==> config.mk <==
export PLATFORM = sky130hd
export DESIGN_NAME = sd_card_init
export DESIGN_NICKNAME = d
export VERILOG_FILES = /design/src/rtl/card_init_pkg.sv /design/src/rtl/spi_byte_engine.sv /design/src/rtl/csd_capacity.sv /design/src/rtl/sd_card_init.sv
export SDC_FILE = /design/constraint.sdc
export NUM_CORES = 1
export LEC_CHECK = 0
export BUFFER_PORTS_ARGS = -buffer_cell sky130_fd_sc_hd__buf_2
export CORE_UTILIZATION = 40
export CTS_CLUSTER_SIZE = 40
export DETAILED_ROUTE_END_ITERATION = 16
export HOLD_SLACK_MARGIN = 0.12
export SYNTH_ARGS = -nofsm -noshare
export SYNTH_HDL_FRONTEND = slang
export SYNTH_SLANG_ARGS = --single-unit
==> constraint.sdc <==
create_clock -name clk_i -period 3.2 [get_ports clk_i]
set_input_delay 0 -clock clk_i [delete_from_list [all_inputs] [get_ports clk_i]]
set_output_delay 0 -clock clk_i [all_outputs]
set_load 0.02 [all_outputs]
==> src/rtl/card_init_pkg.sv <==
package card_init_pkg;

  typedef enum logic [2:0] {
    ERR_NONE    = 3'd0,
    ERR_CMD     = 3'd1,
    ERR_TIMEOUT = 3'd2,
    ERR_BUSY    = 3'd3
  } init_err_e;

  typedef enum logic [3:0] {
    S_WAKE, S_CMD, S_RESP, S_PAUSE, S_TOKEN,
    S_DATA, S_CRC, S_DESEL_A, S_DESEL_B, S_DONE
  } init_state_e;

  typedef enum logic [1:0] {CMD_RESET, CMD_INIT, CMD_CSD} card_cmd_e;

  localparam int CSD_BYTES = 16;
  typedef logic [7:0] csd_bytes_t [CSD_BYTES];

  localparam logic [7:0] DATA_TOKEN = 8'hFE;

endpackage

==> src/rtl/spi_byte_engine.sv <==
module spi_byte_engine #(
  parameter int HALF_DIV = 4
) (
  input  logic       clk_i,
  input  logic       rst_ni,
  input  logic       start_i,
  input  logic [7:0] tx_i,
  input  logic       miso_i,
  output logic       sclk_o,
  output logic       mosi_o,
  output logic       done_o,
  output logic [7:0] rx_o
);
  localparam int CW = (HALF_DIV > 1) ? $clog2(HALF_DIV) : 1;

  logic          active_q, sclk_q, done_q;
  logic [CW-1:0] div_q;
  logic [2:0]    bit_q;
  logic [7:0]    sh_q, rx_q;
  logic          tick;

  assign tick = (div_q == CW'(HALF_DIV - 1));

  always_ff @(posedge clk_i or negedge rst_ni) begin
    if (!rst_ni) begin
      active_q <= 1'b0;
      sclk_q   <= 1'b0;
      done_q   <= 1'b0;
      div_q    <= '0;
      bit_q    <= '0;
      sh_q     <= 8'hFF;
      rx_q     <= 8'hFF;
    end else begin
      done_q <= 1'b0;
      if (!active_q) begin
        if (start_i) begin
          active_q <= 1'b1;
          sh_q     <= tx_i;
          bit_q    <= '0;
          div_q    <= '0;
          sclk_q   <= 1'b0;
        end
      end else if (tick) begin
        div_q <= '0;
        if (!sclk_q) begin
          sclk_q <= 1'b1;
          rx_q   <= {rx_q[6:0], miso_i};
        end else begin
          sclk_q <= 1'b0;
          sh_q   <= {sh_q[6:0], 1'b1};
          if (bit_q == 3'd7) begin
            active_q <= 1'b0;
            done_q   <= 1'b1;
          end else begin
            bit_q <= bit_q + 3'd1;
          end
        end
      end else begin
        div_q <= div_q + CW'(1);
      end
    end
  end

  assign sclk_o = sclk_q;
  assign mosi_o = active_q ? sh_q[7] : 1'b1;
  assign done_o = done_q;
  assign rx_o   = rx_q;

endmodule

==> src/rtl/csd_capacity.sv <==
module csd_capacity
  import card_init_pkg::*;
(
  input  csd_bytes_t  csd_i,
  output logic [31:0] sectors_o
);
  logic [11:0] c_size;
  logic [2:0]  mult;
  logic [3:0]  blk_len;
  logic [4:0]  expo;
  logic [31:0] base;

  always_comb begin
    c_size  = {csd_i[6][1:0], csd_i[7], csd_i[8][7:6]};
    mult    = {csd_i[9][1:0], csd_i[10][7]};
    blk_len = csd_i[5][3:0];
    expo    = 5'(blk_len) + 5'(mult);
    base    = 32'(c_size) + 32'd1;
    if (expo >= 5'd7) sectors_o = base << (expo - 5'd7);
    else              sectors_o = base >> (5'd7 - expo);
  end

endmodule

==> src/rtl/sd_card_init.sv <==
module sd_card_init
  import card_init_pkg::*;
#(
  parameter int HALF_DIV     = 4,
  parameter int WAKE_CLOCKS  = 256,
  parameter int RESP_TRIES   = 255,
  parameter int INIT_TRIES   = 255,
  parameter int RETRY_WAIT   = 390000,
  parameter int TOKEN_TRIES  = 65536,
  parameter int SECTOR_BYTES = 512
) (
  input  logic        clk_i,
  input  logic        rst_ni,
  input  logic        miso_i,
  output logic        cs_o,
  output logic        sclk_o,
  output logic        mosi_o,
  output logic        enabled_o,
  output logic [15:0] sector_size_o,
  output logic [31:0] sector_count_o,
  output logic [2:0]  err_o
);
  localparam int WAKE_BYTES = WAKE_CLOCKS / 8 + 1;
  localparam int CNT_W  = $clog2(TOKEN_TRIES + RESP_TRIES + WAKE_BYTES + 32);
  localparam int TRY_W  = $clog2(INIT_TRIES + 1);
  localparam int WAIT_W = $clog2(RETRY_WAIT + 1);

  init_state_e       state_q;
  card_cmd_e         cmd_q;
  logic [CNT_W-1:0]  cnt_q;
  logic [TRY_W-1:0]  try_q;
  logic [WAIT_W-1:0] wait_q;
  logic              go_q, cs_q, en_q;
  init_err_e         err_q;
  logic [31:0]       count_q;

  logic        eng_done;
  logic [7:0]  eng_rx, tx_byte, cmd_byte, crc_byte;
  logic        resp_last, cap_en;
  csd_bytes_t  csd_q;
  logic [31:0] dec_count;

  spi_byte_engine #(.HALF_DIV(HALF_DIV)) u_engine (
    .clk_i  (clk_i),
    .rst_ni (rst_ni),
    .start_i(go_q),
    .tx_i   (tx_byte),
    .miso_i (miso_i),
    .sclk_o (sclk_o),
    .mosi_o (mosi_o),
    .done_o (eng_done),
    .rx_o   (eng_rx)
  );

  csd_capacity u_decode (
    .csd_i    (csd_q),
    .sectors_o(dec_count)
  );

  always_comb begin
    unique case (cmd_q)
      CMD_RESET: begin cmd_byte = 8'h40; crc_byte = 8'h95; end
      CMD_INIT:  begin cmd_byte = 8'h41; crc_byte = 8'hFF; end
      default:   begin cmd_byte = 8'h49; crc_byte = 8'h01; end
    endcase
    tx_byte = 8'hFF;
    if (state_q == S_CMD) begin
      if (cnt_q == '0)               tx_byte = cmd_byte;
      else if (cnt_q == CNT_W'(5))   tx_byte = crc_byte;
      else                           tx_byte = 8'h00;
    end
  end

  assign resp_last = !eng_rx[7] || (cnt_q == CNT_W'(RESP_TRIES - 1));
  assign cap_en    = eng_done && (state_q == S_DATA);

  for (genvar g = 0; g < CSD_BYTES; g++) begin : g_csd
    always_ff @(posedge clk_i or negedge rst_ni) begin
      if (!rst_ni)                          csd_q[g] <= 8'h00;
      else if (cap_en && cnt_q[3:0] == 4'(g)) csd_q[g] <= eng_rx;
    end
  end

  always_ff @(posedge clk_i or negedge rst_ni) begin
    if (!rst_ni) begin
      state_q <= S_WAKE;
      cmd_q   <= CMD_RESET;
      cnt_q   <= '0;
      try_q   <= '0;
      wait_q  <= '0;
      go_q    <= 1'b1;
      cs_q    <= 1'b1;
      en_q    <= 1'b1;
      err_q   <= ERR_BUSY;
      count_q <= '0;
    end else begin
      go_q <= 1'b0;
      if (state_q == S_PAUSE) begin
        if (wait_q == WAIT_W'(RETRY_WAIT - 1)) begin
          wait_q  <= '0;
          state_q <= S_CMD;
          cmd_q   <= CMD_INIT;
          cnt_q   <= '0;
          go_q    <= 1'b1;
        end else begin
          wait_q <= wait_q + WAIT_W'(1);
        end
      end else if (eng_done) begin
        go_q <= 1'b1;
        unique case (state_q)
          S_WAKE: begin
            if (cnt_q == CNT_W'(WAKE_BYTES - 1)) begin
              cs_q    <= 1'b0;
              state_q <= S_CMD;
              cmd_q   <= CMD_RESET;
              cnt_q   <= '0;
            end else cnt_q <= cnt_q + CNT_W'(1);
          end
          S_CMD: begin
            if (cnt_q == CNT_W'(5)) begin
              state_q <= S_RESP;
              cnt_q   <= '0;
            end else cnt_q <= cnt_q + CNT_W'(1);
          end
          S_RESP: begin
            if (resp_last) begin
              cnt_q <= '0;
              unique case (cmd_q)
                CMD_RESET: begin
                  if (|(eng_rx & 8'hFE)) begin
                    en_q <= 1'b0; err_q <= ERR_CMD; state_q <= S_DESEL_A;
                  end else if (eng_rx == 8'h00) begin
                    state_q <= S_CMD; cmd_q <= CMD_CSD;
                  end else begin
                    state_q <= S_PAUSE; try_q <= '0; go_q <= 1'b0;
                  end
                end
                CMD_INIT: begin
                  if (eng_rx == 8'h00) begin
                    state_q <= S_CMD; cmd_q <= CMD_CSD;
                  end else if (try_q == TRY_W'(INIT_TRIES - 1)) begin
                    en_q <= 1'b0; err_q <= ERR_CMD; state_q <= S_DESEL_A;
                  end else begin
                    try_q <= try_q + TRY_W'(1); state_q <= S_PAUSE; go_q <= 1'b0;
                  end
                end
                default: state_q <= S_TOKEN;
              endcase
            end else cnt_q <= cnt_q + CNT_W'(1);
          end
          S_TOKEN: begin
            if (eng_rx == DATA_TOKEN) begin
              state_q <= S_DATA; cnt_q <= '0;
            end else if (cnt_q == CNT_W'(TOKEN_TRIES - 1)) begin
              en_q <= 1'b0; err_q <= ERR_TIMEOUT; state_q <= S_DESEL_A;
            end else cnt_q <= cnt_q + CNT_W'(1);
          end
          S_DATA: begin
            if (cnt_q == CNT_W'(CSD_BYTES - 1)) begin
              state_q <= S_CRC; cnt_q <= '0;
            end else cnt_q <= cnt_q + CNT_W'(1);
          end
          S_CRC: begin
            if (cnt_q == CNT_W'(1)) begin
              err_q   <= ERR_NONE;
              count_q <= dec_count;
              state_q <= S_DESEL_A;
            end else cnt_q <= cnt_q + CNT_W'(1);
          end
          S_DESEL_A: begin
            cs_q    <= 1'b1;
            state_q <= S_DESEL_B;
          end
          default: begin
            state_q <= S_DONE;
            go_q    <= 1'b0;
          end
        endcase
      end
    end
  end

  assign cs_o           = cs_q;
  assign enabled_o      = en_q;
  assign err_o          = err_q;
  assign sector_count_o = count_q;
  assign sector_size_o  = 16'(SECTOR_BYTES);

endmodule

# After elaboration in Yosys (flattened, before gate mapping)
# Index checks and enable logic that the tools add are counted.
# op_classes
addsub	9
n_mul	0
div	0
n_lt_le_gt_ge	1
n_eq_ne	52
shift	2
mux	103
n_bitwise	2
n_reduce_logical	35
# ops
cell	count
17-bit 2-to-1 mux	10
17-bit one-hot mux with 6 select lines	1
8-bit 2-to-1 mux	11
3-bit 2-to-1 mux	15
4-bit 2-to-1 mux	10
32-bit 2-to-1 mux	1
8-bit one-hot mux with 2 select lines	2
32-bit by 5-bit << shifter with 32-bit output	1
32-bit by 5-bit >> shifter with 32-bit output	1
1-bit 2-to-1 mux	29
4-bit by 3-bit == test with 1-bit output, second input constant	7
4-bit one-hot mux with 7 select lines	1
2-bit inequality test, second input constant	12
2-bit 2-to-1 mux	11
3-bit inequality test, second input constant	7
19-bit by 1-bit adder with 19-bit output, second input constant	1
19-bit == test, second input constant	1
19-bit 2-to-1 mux	1
17-bit by 1-bit adder with 17-bit output, second input constant	1
17-bit by 1-bit == test with 1-bit output, second input constant	1
17-bit by 16-bit == test with 1-bit output, second input constant	1
17-bit by 3-bit == test with 1-bit output, second input constant	1
17-bit by 4-bit == test with 1-bit output, second input constant	1
17-bit by 6-bit == test with 1-bit output, second input constant	1
other kinds (47)	76
# totals
reg_bits	144
latchBits	0
ram_bits	0
rom_bits	0
in_bits	3
elab_cells	227
mem_count	0

# Depth between registers and ports, before layout
# depth
depth_word	8
mapped_depth	13

# By module
# From an unflattened synthesis, not the netlist that was laid out.
# hier_totals
cells_unflattened	1279
area_unflattened_um2	13501.7
# by_module_without_submodules
module	instances	cells_per_inst	area_each_um2	seq_area_each_um2
sd_card_init	1	780	9599.2	5386.4
csd_capacity	1	409	2834.0	0.0
spi_byte_engine	1	90	1068.5	620.6

# Worst setup path before layout
# No wires, ideal clock.
# synth_timing
kind	flip-flop to flip-flop
from	register csd_q[47] in the netlist's numbering
to	register count_q[28] (netlist: sector_count_o[28])
setup_ns	0.126
t_arrival_ns	3.094
required_time_ns	3.074
path_slack_ns	-0.020
path_stages_with_launch	12
path_buffers	3
synth_period_minus_slack_ns	3.220
cell_sequence	dfrtp_1 -> ha_1 -> fa_1 -> ha_1 -> clkbuf_1 -> clkbuf_1 -> clkbuf_1 -> nor3_1 -> mux2i_1 -> o221ai_1 -> mux2_2 -> a221o_1
# synth_between
elab_chain_len	4
elab_cells_between_ends	7
cone_classes	add/sub: 3; order compare: 1; shift: 2; mux: 1
# synth_lines
item	line	text
start, declared	sd_card_init.sv:40	csd_bytes_t csd_q;
start signal, assigned by index	sd_card_init.sv:80	else if (cap_en && cnt_q[3:0] == 4'(g)) csd_q[g] <= eng_rx;
4-bit by 3-bit adder with 5-bit output *	csd_capacity.sv:17	expo = 5'(blk_len) + 5'(mult);
3-bit by 5-bit subtractor with 5-bit output or 5-bit by 3-bit subtractor with 5-bit output (tied branches)	csd_capacity.sv:20, csd_capacity.sv:19	
32-bit by 5-bit >> shifter with 32-bit output or 32-bit by 5-bit << shifter with 32-bit output (tied branches)	csd_capacity.sv:20, csd_capacity.sv:19	
32-bit 2-to-1 mux *	csd_capacity.sv:19	if (expo >= 5'd7) sectors_o = base << (expo - 5'd7);
end signal, assigned	sd_card_init.sv:166	count_q <= dec_count;
end, declared	sd_card_init.sv:35	logic [31:0] count_q;
# Every way passes the cells marked *; elsewhere a longest branch is shown, timed or not.
# A chain may end at the register's enable or synchronous reset.

# Worst setup path in the final report
# layout_timing
from	register csd_q[80] in the netlist's numbering
to	register count_q[18] (netlist: sector_count_o[18])
# Same word-level chain as after synthesis.

==> impl_metrics.py <==
metrics = {
    "synthesis": {
        "netlist_area_um2": 8710,
        "post_synth_num_cell_types": 84,
        "synth.avg_cell_area_um2": 8.91,
        "synth_top_cells_by_count": "sky130_fd_sc_hd__dfrtp_1, sky130_fd_sc_hd__nand2_1, sky130_fd_sc_hd__nor2_1",
        "synth.area.top_cells": "sky130_fd_sc_hd__dfrtp_1, sky130_fd_sc_hd__dfstp_2, sky130_fd_sc_hd__mux2_2, sky130_fd_sc_hd__nand2_1, sky130_fd_sc_hd__o21ai_0",
        "library_cell_with_the_highest_instance_count_after_synthesis": "sky130_fd_sc_hd__dfrtp_1",
        "synthesis.instances": 978,
        "seq_area_frac_synth": 0.376,
        "post-synth-top-area-cell": "sky130_fd_sc_hd__dfrtp_1",
        "yosysWarnings": 0,
        "synthFlopType": "sky130_fd_sc_hd__dfrtp_1",
        "synth_enable_flop_cells": 0,
        "synth.ff_latch_count": 130,
        "netlist.area_leader.share": 0.313,
        "async_set_or_reset_register_ratio_after_synthesis": 1.00,
    },
    "job": {
        "maxCapViolCount": 0,
    },
    "floorplanning": {
        "fp.coreArea_um2": 21200,
        "die_w_um": 150,
        "die_h_um": 150,
        "floorplan.initialDensity": 0.411,
        "number_of_standard_cell_rows_in_the_floorplan": 53,
        "io-pin-count": 58,
        "die-area_um2": 22400,
    },
    "global_route": {
        "global_route_wire_length_before_repair_um": 38400,
        "grt_antenna_before_repair": 0,
        "grt_start_max_net_pins": 116,
        "grt_pass1_vias": 7448,
        "grt_remaining_overflow": 0,
        "track_usage": 0.218,
    },
    "worst_setup_path": {
        "timing.rr.start": "csd_q[80]$_DFFE_PN0P_",
        "cp_max_fo": 12,
        "cell_by_cell_listing_of_the_critical_path": "ha_2 -> fa_2 -> ha_4 -> clkbuf_16 -> a21o_1 -> a311o_1 -> mux2_2 -> mux2i_1 -> a21oi_1 -> o21ai_0",
        "crit_path_start_kind": "flop",
        "worstPathArrival_ns": 3.44,
        "critical_path_required_ns": 3.54,
        "reg_to_reg_critical_path_endpoint": "sector_count_o[18]$_DFFE_PN0P_",
        "crit_type": "flop to flop",
        "worst_path_max_delay_cell": "sky130_fd_sc_hd__fa_2",
        "worst_r2r_path_depth": 10,
        "critical-path-max-stage-delay_ns": 0.58,
        "critical_path.endpoint_type": "flop",
        "reg2reg_setup_slack_ns": 0.1,
    },
    "power_and_ir_drop": {
        "power_density_nw_per_um2": 365,
        "clock_power_share": 0.546,
        "combPwrFrac": 0.015,
        "leakagePower_nw": 4.59,
        "netSwitchingFraction": 0.218,
        "power.ir.vdd_worst_mv": 0.326,
        "p_switching_mw": 0.820,
        "power.share.sequential": 0.439,
        "power.internal_mw": 2.94,
    },
    "final_layout": {
        "area_growth_pct": 18.2,
        "ff_latch_area_um2": 3280,
        "multi_input_area_um2": 5090,
        "stdcell_count": 1339,
        "drive_above_1_share": 0.218,
        "fillerInstances": 2051,
        "final_net_count": 1072,
        "antenna-diode-count": 0,
    },
    "placed_design": {
        "finalWeightedCongestion": 0.871,
        "post-dp-hpwl_um": 16500,
        "place.detailed.instances": 1300,
        "count_of_buffers_inserted_at_the_top_level_ports": 40,
    },
    "drt": {
        "route.antenna.remaining_nets": 0,
        "vias": 7820,
        "drt_pass1_iterations": 5,
        "drc_violation_count_after_routing": 0,
        "wirelength_um": 23200,
        "vias_per_cell": 5.84,
        "post_drt_wl_per_cell_um": 17.4,
        "drt_first_iter_violations": 544,
    },
    "clock_tree": {
        "cts_sinks": 130,
        "numCtsBuffers": 17,
        "cts_tree": "done",
        "clock_tree.htree_level_count": 4,
        "cts-root-buf": "sky130_fd_sc_hd__clkbuf_16",
        "clock_insertion_delay_worst_skew_ns": 0.43,
        "clock_path_buffers": 2,
        "path_clk_slew_ns": 0.06,
    },
    "timing": {
        "timing_hold_violations_final": 0,
        "setup_total_negative_slack_ns": 0,
        "worstMarginPinSlew_ns": 1.09,
        "maxClockFrequency_mhz": 322,
        "timing.slew.headroom": 0.273,
        "setup_viol": 0,
        "slew_viol_final": 0,
        "finalCriticalPeriod_ns": 3.10,
        "grt_setup_unrepaired": "false",
        "period_utilization": 0.970,
        "skew_ns": 0.0120,
    },
    "min_path": {
        "class_of_the_worst_hold_path": "input pin to asynchronous set/reset pin",
    },
    "run_status": {
        "status": "completed",
    },
}
power by group through the flow:
stage	Combinational, mW	Clock (mW)	Sequential (mW)
after detailed placement	0.0577	0	1.68
final	0.0571	2.05	1.65
after global routing	0.0670	2.16	1.65
after global placement	0.0578	0	1.68
after floorplan	0.0349	0	1.68
after CTS	0.0599	2.09	1.65
critical path, delay by kind of cell, from the launching register on:
kind	cells	cell delay (ns)
fa+ha+maj	3	1.03
compound gates	4	0.84
mux	2	0.57
flops	1	0.38
buf+inv	1	0.18
layout make-up:
cell class              instances  share of cell area
clock buffers                  24              0.0531
clock inverters                 8             0.00838
inverters                      19             0.00729
multi-input cells             765               0.494
flip-flops and latches        130               0.318
well taps                     275              0.0334
repair buffers                118              0.0851
state kept, by name (all words and copies together) (netlist names), 3 cells and up:
register        cells
sector_count_o     32
csd_q              19
wait_q             19
cnt_q              17
try_q               8
u_engine.rx_o       8
u_engine.sh_q       8
state_q             4
u_engine.bit_q      3
per-stage QoR:
stage | total power [mW] | hold slack (ns) | util | worst slack (ns) | instance area [µm²]
floorplan | 1.71 | -0.296 | - | 0.0529 | 8770
global placement | 1.74 | 0.235 | 0.448 | 0.0698 | 9510
detailed placement | 1.74 | 0.235 | 0.448 | 0.0441 | 9510
CTS | 3.79 | 0.351 | 0.480 | 0.0396 | 10200
global route | 3.87 | 0.374 | 0.486 | 0.00457 | 10300
finish | 3.76 | 0.302 | 0.486 | 0.0975 | 10300
how the worst max path moves through the flow:
stage	end	startpoint	slack (ns)
5_1_grt	sector_count_o[2]$_DFFE_PN0P_	csd_q[80]$_DFFE_PN0P_	0.005
4_1_cts	sector_count_o[29]$_DFFE_PN0P_	csd_q[47]$_DFFE_PN0P_	0.04
3_3_place_gp	sector_count_o[29]$_DFFE_PN0P_	csd_q[47]$_DFFE_PN0P_	0.07
3_5_place_dp	sector_count_o[29]$_DFFE_PN0P_	csd_q[47]$_DFFE_PN0P_	0.04
6_report	sector_count_o[18]$_DFFE_PN0P_	csd_q[80]$_DFFE_PN0P_	0.1
2_1_floorplan	sector_count_o[28]$_DFFE_PN0P_	csd_q[47]$_DFFE_PN0P_	0.05
cells by family after synthesis:
| family | count (synthesis) | synth area share |
|---|---|---|
| xor gates and xnor gates | 28 | 0.0281 |
| buffers and inverters | 98 | 0.0504 |
| other | 2 | 0.000862 |
| adders and majority gates | 18 | 0.0267 |
| muxes | 60 | 0.0762 |
| DFF | 130 | 0.376 |
| and+or+nand+nor | 389 | 0.235 |
| AOI/OAI and AO/OA | 253 | 0.206 |
routing by layer:
layer  GRT usage  up-vias  share of wire
li1            -     3766              -
met1       0.294     3763           0.46
met2       0.347      256           0.47
met3      0.0454       35          0.051
met4      0.0699        0          0.017
met5           0        -              0
layout by cell type (no fill, tap or decap), types with 8 or more instances in the layout:
cell	n
sky130_fd_sc_hd__a211oi_1	10
sky130_fd_sc_hd__a21o_1	12
sky130_fd_sc_hd__a21oi_1	29
sky130_fd_sc_hd__a221o_1	12
sky130_fd_sc_hd__a22o_1	11
sky130_fd_sc_hd__a31oi_1	11
sky130_fd_sc_hd__and2_1	12
sky130_fd_sc_hd__and3_1	25
sky130_fd_sc_hd__and4_1	8
sky130_fd_sc_hd__buf_2	39
sky130_fd_sc_hd__buf_4	70
sky130_fd_sc_hd__clkbuf_16	23
sky130_fd_sc_hd__conb_1	17
sky130_fd_sc_hd__dfrtp_1	109
sky130_fd_sc_hd__dfstp_2	21
sky130_fd_sc_hd__ha_1	15
sky130_fd_sc_hd__inv_1	18
sky130_fd_sc_hd__mux2_2	40
sky130_fd_sc_hd__mux2i_1	17
sky130_fd_sc_hd__nand2_1	94
sky130_fd_sc_hd__nand2b_1	8
sky130_fd_sc_hd__nand3_1	35
sky130_fd_sc_hd__nand4_1	23
sky130_fd_sc_hd__nor2_1	84
sky130_fd_sc_hd__nor2b_1	20
sky130_fd_sc_hd__nor3_1	22
sky130_fd_sc_hd__nor4_1	13
sky130_fd_sc_hd__o211ai_1	13
sky130_fd_sc_hd__o21ai_0	65
sky130_fd_sc_hd__o31ai_1	16
sky130_fd_sc_hd__or3_1	8
sky130_fd_sc_hd__xnor2_1	16
sky130_fd_sc_hd__xor2_1	12
what timing repair did:
item	in CTS	in global routing
buffers inserted	0	3
setup endpoints to repair	1	20
gates resized for setup	1	11
cloned	0	2
endpoints found under the hold margin	93	0
pin swaps	0	4
hold buffers	2	0
No activity file was read; power rests on OpenSTA's default activity.
